## src/rtl/drvprot_pkg.sv

```systemverilog
package drvprot_pkg;

  // Length of the retry on-window in ticks for the given duty selection.
  function automatic int win_ticks(input logic long_sel, input int short_t, input int long_t);
    return long_sel ? long_t : short_t;
  endfunction

endpackage

```

## src/rtl/dp_fault_qual.sv

```systemverilog
// Tick-based persistence filter feeding a sticky flag.
module dp_fault_qual #(
  parameter int LEN = 4
) (
  input  logic clk,
  input  logic rst_n,
  input  logic tick,
  input  logic raw,
  input  logic clr,
  output logic flag
);
  localparam int CW = (LEN > 1) ? $clog2(LEN + 1) : 1;
  localparam logic [CW-1:0] LAST = CW'(LEN - 1);

  logic [CW-1:0] cnt;

  always_ff @(posedge clk or negedge rst_n) begin
    if (!rst_n) begin
      cnt  <= '0;
      flag <= 1'b0;
    end else if (clr) begin
      cnt  <= '0;
      flag <= 1'b0;
    end else if (tick && !flag) begin
      if (!raw) begin
        cnt <= '0;
      end else if (cnt == LAST) begin
        cnt  <= '0;
        flag <= 1'b1;
      end else begin
        cnt <= cnt + 1'b1;
      end
    end
  end
endmodule

```

## src/rtl/dp_oc_retry.sv

```systemverilog
// Per-driver over-current retry loop: decides whether the over-current
// state still allows the driver to conduct.
module dp_oc_retry #(
  parameter int RETRY_TICKS = 8,
  parameter int ON_SHORT    = 1,
  parameter int ON_LONG     = 2
) (
  input  logic clk,
  input  logic rst_n,
  input  logic tick,
  input  logic clr,
  input  logic oc_flag,
  input  logic rcv_en,
  input  logic duty_sel,
  output logic oc_ok
);
  import drvprot_pkg::*;

  localparam int PW = (RETRY_TICKS > 1) ? $clog2(RETRY_TICKS) : 1;
  localparam logic [PW-1:0] WRAP = PW'(RETRY_TICKS - 1);

  logic [PW-1:0] phase;
  logic          armed;
  logic          in_win;

  always_ff @(posedge clk or negedge rst_n) begin
    if (!rst_n) begin
      phase <= '0;
      armed <= 1'b0;
    end else if (clr || !oc_flag) begin
      phase <= '0;
      armed <= rcv_en;
    end else if (tick) begin
      if (phase == WRAP) begin
        phase <= '0;
        armed <= rcv_en;
      end else begin
        phase <= phase + 1'b1;
      end
    end
  end

  always_comb begin
    in_win = int'(phase) >= (RETRY_TICKS - win_ticks(duty_sel, ON_SHORT, ON_LONG));
    oc_ok  = !oc_flag || (armed && in_win);
  end
endmodule

```

## src/rtl/dp_gate.sv

```systemverilog
// Final enable combine: thermal shutdown overrides every driver.
module dp_gate #(
  parameter int N_DRV = 4
) (
  input  logic [N_DRV-1:0] oc_ok,
  input  logic             tsd_flag,
  output logic [N_DRV-1:0] drv_en
);
  always_comb begin
    drv_en = tsd_flag ? '0 : oc_ok;
  end
endmodule

```

## src/rtl/fault_protect_ctrl.sv

```systemverilog
module fault_protect_ctrl #(
  parameter int N_DRV       = 4,
  parameter int OC_TICKS    = 4,
  parameter int OL_TICKS    = 12,
  parameter int TH_TICKS    = 3,
  parameter int RETRY_TICKS = 8,
  parameter int ON_SHORT    = 1,
  parameter int ON_LONG     = 2
) (
  input  logic             clk,
  input  logic             rst_n,
  input  logic             tick,
  input  logic [N_DRV-1:0] oc_raw,
  input  logic [N_DRV-1:0] ol_raw,
  input  logic             tw_raw,
  input  logic             tsd_raw,
  input  logic [N_DRV-1:0] rcv_en,
  input  logic             duty_sel,
  input  logic             clr_stat,
  output logic [N_DRV-1:0] oc_flag,
  output logic [N_DRV-1:0] ol_flag,
  output logic             tw_flag,
  output logic             tsd_flag,
  output logic [N_DRV-1:0] drv_en
);
  logic [N_DRV-1:0] oc_ok;

  for (genvar gi = 0; gi < N_DRV; gi++) begin : g_drv
    dp_fault_qual #(.LEN(OC_TICKS)) u_ocq (
      .clk(clk), .rst_n(rst_n), .tick(tick), .raw(oc_raw[gi]),
      .clr(clr_stat), .flag(oc_flag[gi])
    );
    dp_fault_qual #(.LEN(OL_TICKS)) u_olq (
      .clk(clk), .rst_n(rst_n), .tick(tick), .raw(ol_raw[gi]),
      .clr(clr_stat), .flag(ol_flag[gi])
    );
    dp_oc_retry #(
      .RETRY_TICKS(RETRY_TICKS), .ON_SHORT(ON_SHORT), .ON_LONG(ON_LONG)
    ) u_rty (
      .clk(clk), .rst_n(rst_n), .tick(tick), .clr(clr_stat),
      .oc_flag(oc_flag[gi]), .rcv_en(rcv_en[gi]), .duty_sel(duty_sel),
      .oc_ok(oc_ok[gi])
    );
  end

  dp_fault_qual #(.LEN(TH_TICKS)) u_twq (
    .clk(clk), .rst_n(rst_n), .tick(tick), .raw(tw_raw),
    .clr(clr_stat), .flag(tw_flag)
  );
  dp_fault_qual #(.LEN(TH_TICKS)) u_tsdq (
    .clk(clk), .rst_n(rst_n), .tick(tick), .raw(tsd_raw),
    .clr(clr_stat), .flag(tsd_flag)
  );

  dp_gate #(.N_DRV(N_DRV)) u_gate (
    .oc_ok(oc_ok), .tsd_flag(tsd_flag), .drv_en(drv_en)
  );
endmodule

```

## config.mk

```make
export PLATFORM = sky130hd
export DESIGN_NAME = fault_protect_ctrl
export DESIGN_NICKNAME = d
export VERILOG_FILES = /design/src/rtl/drvprot_pkg.sv /design/src/rtl/dp_fault_qual.sv /design/src/rtl/dp_oc_retry.sv /design/src/rtl/dp_gate.sv /design/src/rtl/fault_protect_ctrl.sv
export SDC_FILE = /design/constraint.sdc
export NUM_CORES = 1
export LEC_CHECK = 0
export BUFFER_PORTS_ARGS = -buffer_cell sky130_fd_sc_hd__buf_2
export CORE_MARGIN = 1
export CORE_UTILIZATION = 45
export CTS_BUF_LIST = sky130_fd_sc_hd__clkbuf_4 sky130_fd_sc_hd__clkbuf_8 sky130_fd_sc_hd__clkbuf_16
export CTS_CLUSTER_DIAMETER = 30
export DETAILED_ROUTE_END_ITERATION = 12
export PLACE_DENSITY_LB_ADDON = 0.12
export SLEW_MARGIN = 25
export SYNTH_ARGS = -nofsm -noshare
export SYNTH_HDL_FRONTEND = slang
export SYNTH_SLANG_ARGS = --single-unit
```

## constraint.sdc

```tcl
create_clock -name clk -period 1.88 [get_ports clk]
set_clock_uncertainty 0.05 [all_clocks]
set_input_delay 0.282 -clock clk [delete_from_list [all_inputs] [get_ports clk]]
set_output_delay 0.282 -clock clk [all_outputs]
set_load 0.01 [all_outputs]
```

==> results.json, run 1 <==
{
  "start_util_pct": 47.3,
  "cts_tree": "done",
  "maxSlewHeadroom_pct": 68.2,
  "finalWirelength_um": 5700,
  "seqPwrFrac_pct": 51.3,
  "final_antenna_net_count": 0,
  "routabilityCongestion": 0.760,
  "dp_hpwl_um": 3820,
  "hold_viol_final": 0,
  "clk_latency_ps": 330,
  "failed_checks": "design-rule violations",
  "seq_area_um2": 1450,
  "ir_worst_vdd_v": 0.000362,
  "worstPathRequired_ps": 1550,
  "num_vias": 2338,
  "yosysMostFrequentCell": "dfrtp_1",
  "drtIter0Drc": 64,
  "syn2layout_area_growth_pct": 14.3,
  "yosysUniqueCellTypes": 40,
  "start_kind": "flip-flop",
  "drc": 10,
  "swShare_pct": 24.6,
  "fin_cells": 434,
  "syn_nets": 354,
  "antenna_found_initial": 0,
  "gr-total-overflow": 0,
  "final.min_clock_period_ps": 1790,
  "antenna_cells": 0,
  "via_per_inst": 5.39,
  "synthArstFlopShare_pct": 100,
  "nets": 391,
  "slew_violations": 0,
  "cp_max_fo": 4,
  "die_y_um": 84.4,
  "power.switching_mw": 0.619,
  "clockPowerShare_pct": 40.9,
  "multi_input_area_um2": 1430,
  "yosys.area.top_type_share_pct": 47.5,
  "cts_buffers": 9,
  "first_pass_iters": 8,
  "synth.top_cells.by_count": "dfrtp_1, nor2_1, a21oi_1",
  "synth.largest_area_cell": "dfrtp_1",
  "ys.flop_type": "dfrtp_1",
  "synthTopCellsByArea": "dfrtp_1, ha_1, a21oi_1",
  "endpoint_kind": "primary output",
  "cap_violations": 0,
  "dp.cells": 414,
  "wl_per_cell_um": 13.1,
  "grt_pass1_vias": 2227,
  "fin_setup_tns_ps": 0,
  "port_buffers": 32,
  "syn_avg_cell_area_um2": 9.70,
  "num_io_pins": 33,
  "die_area_um2": 7130,
  "cts.sinks": 58,
  "cts_max_level": 3,
  "synth.ff_latch_count": 58,
  "netlist_area_um2": 3060,
  "p_comb_share_pct": 7.8,
  "track_usage_pct": 17.8,
  "arrival_ps": 1460,
  "setup.worst_path.class": "reg2out",
  "grt_pass1_wl_um": 10100,
  "period_share_pct": 95.5,
  "synth-edff-count": 0,
  "row_count": 29,
  "cts-root-buf": "clkbuf_8",
  "max_freq_mhz": 557,
  "yosysWarnings": 0,
  "grt_max_degree": 59,
  "hold_path.class": "in2reg",
  "p_leak_nw": 1.70,
  "fp.dieW_um": 84.4,
  "clk_pin_slew_ps": 70,
  "tightest_slew_ps": 477,
  "fillers": 620,
  "p_int_mw": 1.90,
  "setup_viol": 0,
  "rsz0062_at_grt": "no",
  "clockBufferDepth": 2,
  "status": "finished, violations left",
  "synth_seq_area_share_pct": 47.5,
  "p_per_area_nw_per_um2": 722,
  "syn_inst": 315,
  "core_um2": 6460,
  "drive_gt1_share_pct": 17.9
}
## power by group through the flow
stage	Combinational, mW	Sequential, mW	Clock [mW]
4_1_cts	0.199	1.29	1.06
3_3_place_gp	0.194	1.31	0
6_report	0.196	1.29	1.03
5_1_grt	0.225	1.30	1.13
2_1_floorplan	0.115	1.31	0
3_5_place_dp	0.197	1.32	0
## layout make-up
type	instances	share of cell area, %
Clock buffer	13	4.58
Clock inverter	3	0.430
Inverter	24	2.58
Multi-Input combinational cell	217	40.9
Sequential cell	58	41.5
Tap cell	77	2.76
Timing Repair Buffer	42	7.16
## cell families (layout without fill, tap and decap cells)
logic type,count (synthesis),in the layout,synth area share (%)
mux,13,13,4.42
fa+ha+maj,20,20,8.19
xor+xnor,1,1,0.287
compound gates,67,67,14.0
buf+inv,40,82,6.14
flops,58,58,47.5
simple gates,116,116,19.5
## worst max-delay path, cell delays in order, from the launching register on
cell and delay, ps:
dfrtp_1 400, inv_1 60, ha_1 260, o2111ai_1 180
a21oi_1 80, buf_2 140
## metal layers
metal / up-vias / track usage (%) / routed length, um / share of wire, %
met5: - / 0 / 0 / 0
met4: 0 / 8.32 / 93 / 1.6
met3: 9 / 3.54 / 188 / 3.3
met2: 35 / 27.9 / 2530 / 44
met1: 1115 / 23.9 / 2890 / 51
li1: 1179 / - / - / -
## state kept, by name, indices dropped and copies added (netlist names)
| signal | cells |
|---|---|
| u_tsdq.cnt | 2 |
| u_tsdq.flag | 1 |
| g_drv.u_olq.flag | 4 |
| g_drv.u_rty.armed | 4 |
| g_drv.u_rty.phase | 12 |
| g_drv.u_ocq.cnt | 12 |
| u_twq.flag | 1 |
| g_drv.u_olq.cnt | 16 |
| u_twq.cnt | 2 |
| g_drv.u_ocq.flag | 4 |
## cell usage in the layout, fill, tap and decap left out, types with 5 or more instances in the layout
| master | synthesis | layout |
|---|---|---|
| buf_2 | 3 | 32 |
| ha_1 | 20 | 20 |
| buf_4 | 9 | 8 |
| nand2_1 | 16 | 16 |
| mux2i_1 | 9 | 9 |
| inv_1 | 24 | 24 |
| a41oi_1 | 5 | 5 |
| dfrtp_1 | 58 | 58 |
| nand3b_1 | 5 | 5 |
| clkbuf_8 | 0 | 10 |
| nor3_1 | 7 | 7 |
| nand3_1 | 6 | 6 |
| a21oi_1 | 32 | 32 |
| o21ai_0 | 5 | 5 |
| nand2b_1 | 20 | 20 |
| nor2_1 | 41 | 41 |
## stage by stage
step                hold slack, ps  power [mW]  utilization, %  setup slack (ps)  instance area [um^2]
floorplan                    -63.6        1.43               -               361                  3060
global placement               267        1.51            50.7               336                  3270
detailed placement             264        1.51            50.7               289                  3270
CTS                            122        2.55            53.5              47.3                  3460
global route                   126        2.65            54.1              2.69                  3490
finish                         137        2.52            54.1              85.1                  3490
## path summary, 6_finish.rpt
check / start / to / slack [ps] / cells after the start
setup / recovery: g_drv[3].u_rty.phase[0] / drv_en[3] / 90 / 5
hold / removal: rcv_en[1] / g_drv[1].u_rty.armed / 140 / 2
setup reg to reg: g_drv[2].u_rty.phase[0] / g_drv[2].u_rty.armed / 180 / 6
hold reg to reg: g_drv[3].u_olq.cnt[3] / g_drv[3].u_olq.cnt[3] / 450 / 1
max in group asynchronous: rst_n / g_drv[3].u_olq.flag / 1070 / 3
min in group asynchronous: rst_n / g_drv[0].u_rty.armed / 430 / 3
## repair_timing
item                                   CTS  global route
hold buffers                             1             0
gates resized for setup                  0             2
setup endpoints to repair                0             3
buffers inserted                         0             3
endpoints found under the hold margin   58             0
Power figures use the tool's default switching activity.
==> run 2: changes to the inputs <==
--- a/config.mk
+++ b/config.mk
@@ -12,6 +12,7 @@
 export CTS_CLUSTER_DIAMETER = 30
 export DETAILED_ROUTE_END_ITERATION = 12
 export PLACE_DENSITY_LB_ADDON = 0.12
+export RECOVER_POWER = 50
 export SLEW_MARGIN = 25
 export SYNTH_ARGS = -nofsm -noshare
 export SYNTH_HDL_FRONTEND = slang
==> constraint.sdc (replaced) <==
create_clock -name clk -period 2.2 [get_ports clk]
set_clock_uncertainty 0.05 [all_clocks]
set_input_delay 0.33 -clock clk [delete_from_list [all_inputs] [get_ports clk]]
set_output_delay 0.33 -clock clk [all_outputs]
set_load 0.01 [all_outputs]
==> run 2 against run 1 <==
  * The flow still finishes with violations (design-rule violations)
  * Worst setup slack improved by 250 ps
  * Critical path depth unchanged
  * Register-to-register slack improved by 430 ps
  * Critical endpoint is now drv_en[0]
  * Largest cell class unchanged
==> results.json, run 2 (synthesized netlist as in run 1, its figures left out) <==
{
  "status": "finished, violations left",
  "failed_checks": "design-rule violations",
  "routabilityCongestion": 0.728,
  "endpoint_kind": "primary output",
  "critPathBufInv": 2,
  "cap_violations": 0,
  "final_antenna_net_count": 0,
  "num_io_pins": 33,
  "path_cells": "inv_1 > ha_1 > o2111ai_1 > a21oi_1 > buf_2",
  "setup.worst_path.class": "reg2out",
  "cts-root-buf": "clkbuf_8",
  "first_pass_iters": 8,
  "crit_cells": 5,
  "hold_path.class": "in2reg",
  "hold_viol_final": 0,
  "fillers": 600,
  "setup_viol": 0,
  "port_buffers": 32,
  "hold_depth": 2,
  "cts.sinks": 58,
  "antenna_found_initial": 0,
  "die_area_um2": 7130,
  "start_kind": "flip-flop",
  "finalWirelength_um": 5700,
  "most-common-layout-cells": "dfrtp_1, nor2_1, a21oi_1, buf_2, inv_1",
  "tightest_slew_ps": 1260,
  "fin_setup_tns_ps": 0,
  "max_freq_mhz": 537,
  "clk_latency_ps": 340,
  "cts_tree": "done",
  "syn2layout_area_growth_pct": 12.2,
  "drtIter0Drc": 110,
  "preCtsSetupSlack_ps": 556,
  "grt_pass1_wl_um": 10100,
  "dp_hpwl_um": 3970,
  "cts_buffers": 9,
  "ir_worst_vdd_v": 0.000290,
  "gr-total-overflow": 0,
  "arrival_ps": 1480,
  "track_usage_pct": 18.3,
  "nets": 386,
  "slew_violations": 0,
  "cts_max_level": 3,
  "num_vias": 2318,
  "maxSlewHeadroom_pct": 16.1,
  "core_um2": 6460,
  "crit_family": "flip-flops",
  "largest-register": "g_drv.u_olq.cnt",
  "setup_ws_ps": 336,
  "period_share_pct": 84.7,
  "start_util_pct": 47.3,
  "clk_pin_slew_ps": 70,
  "p_leak_nw": 1.66,
  "die_y_um": 84.4,
  "largest_register_ffs": 16,
  "p_per_area_nw_per_um2": 613,
  "biggestRegsByFlops": "g_drv.u_olq.cnt (16), g_drv.u_ocq.cnt (12), g_drv.u_rty.phase (12)",
  "row_count": 29,
  "via_per_inst": 5.40,
  "drc": 12,
  "final.min_clock_period_ps": 1860,
  "grt_pass1_vias": 2263,
  "rsz0062_at_grt": "no",
  "cp_max_fo": 4,
  "wl_per_cell_um": 13.3,
  "antenna_cells": 0,
  "fp.dieW_um": 84.4,
  "power_mw": 2.10,
  "drive_gt1_share_pct": 15.6,
  "clockBufferDepth": 2,
  "final_common_cell": "dfrtp_1",
  "reg2reg_depth": 5,
  "critPathMaxStageDelay_ps": 400,
  "cp_slowest_cell": "dfrtp_1",
  "grt_max_degree": 40,
  "worstPathRequired_ps": 1820
}
==> run 2: per-stage QoR <==
step / instance area (um^2) / std cells / util, % / hold slack (ps)
floorplan: 3060 / 315 / - / -15.6
global placement: 3260 / 412 / 50.4 / 283
detailed placement: 3260 / 412 / 50.4 / 291
CTS: 3430 / 429 / 53.2 / 163
global route: 3430 / 429 / 53.1 / 155
finish: 3430 / 429 / 53.1 / 173
==> run 2: worst paths after layout <==
kind	startpoint	endpoint	slack (ps)
max in group asynchronous	rst_n	g_drv[3].u_ocq.cnt[0]	550
worst min-delay path	rcv_en[1]	g_drv[1].u_rty.armed	170
min in group asynchronous	rst_n	g_drv[0].u_rty.armed	740
worst max-delay path	g_drv[0].u_rty.phase[0]	drv_en[0]	340
worst max register to register	g_drv[3].u_ocq.cnt[0]	g_drv[3].u_ocq.cnt[0]	610
worst min register to register	g_drv[2].u_olq.cnt[3]	g_drv[2].u_olq.cnt[3]	450
==> run 2: area by class of cell <==
| type | count | area (um^2) | area share [%] |
|---|---|---|---|
| clock buffer | 10 | 131 | 3.83 |
| clock inverter | 6 | 33.8 | 0.985 |
| inverter | 24 | 90.1 | 2.63 |
| multi-input combinational | 217 | 1420 | 41.3 |
| sequential | 58 | 1450 | 42.3 |
| tap | 77 | 96.3 | 2.81 |
| timing repair buffer | 37 | 210 | 6.13 |
==> run 2: repair_timing <==
item | 4_1_cts | 5_1_grt
hold buffers | 1 | 0
resized for setup | 0 | 0
setup buffers | 0 | 0
hold endpoints to repair | 19 | 0
endpoints found under the setup margin | 0 | 0
==> run 2: routing by layer <==
layer / track usage (%) / up-vias / routed length, um
li1: - / 1169 / -
met1: 23.2 / 1116 / 2740
met2: 29.7 / 27 / 2710
met3: 5.11 / 6 / 182
met4: 7.86 / 0 / 72
met5: 0 / - / 0
==> run 2: power by group <==
| group | switching (mW) | internal (mW) |
|---|---|---|
| registers | 0.0178 | 1.09 |
| clock network | 0.423 | 0.412 |
| logic | 0.101 | 0.0636 |
==> run 2: worst register-to-register path, cell delays in order, from the launching register on <==
cell     delay, ps
dfrtp_1        390
ha_1           190
inv_1           70
nor2_1          50
or4b_2         620
a21oi_1        140
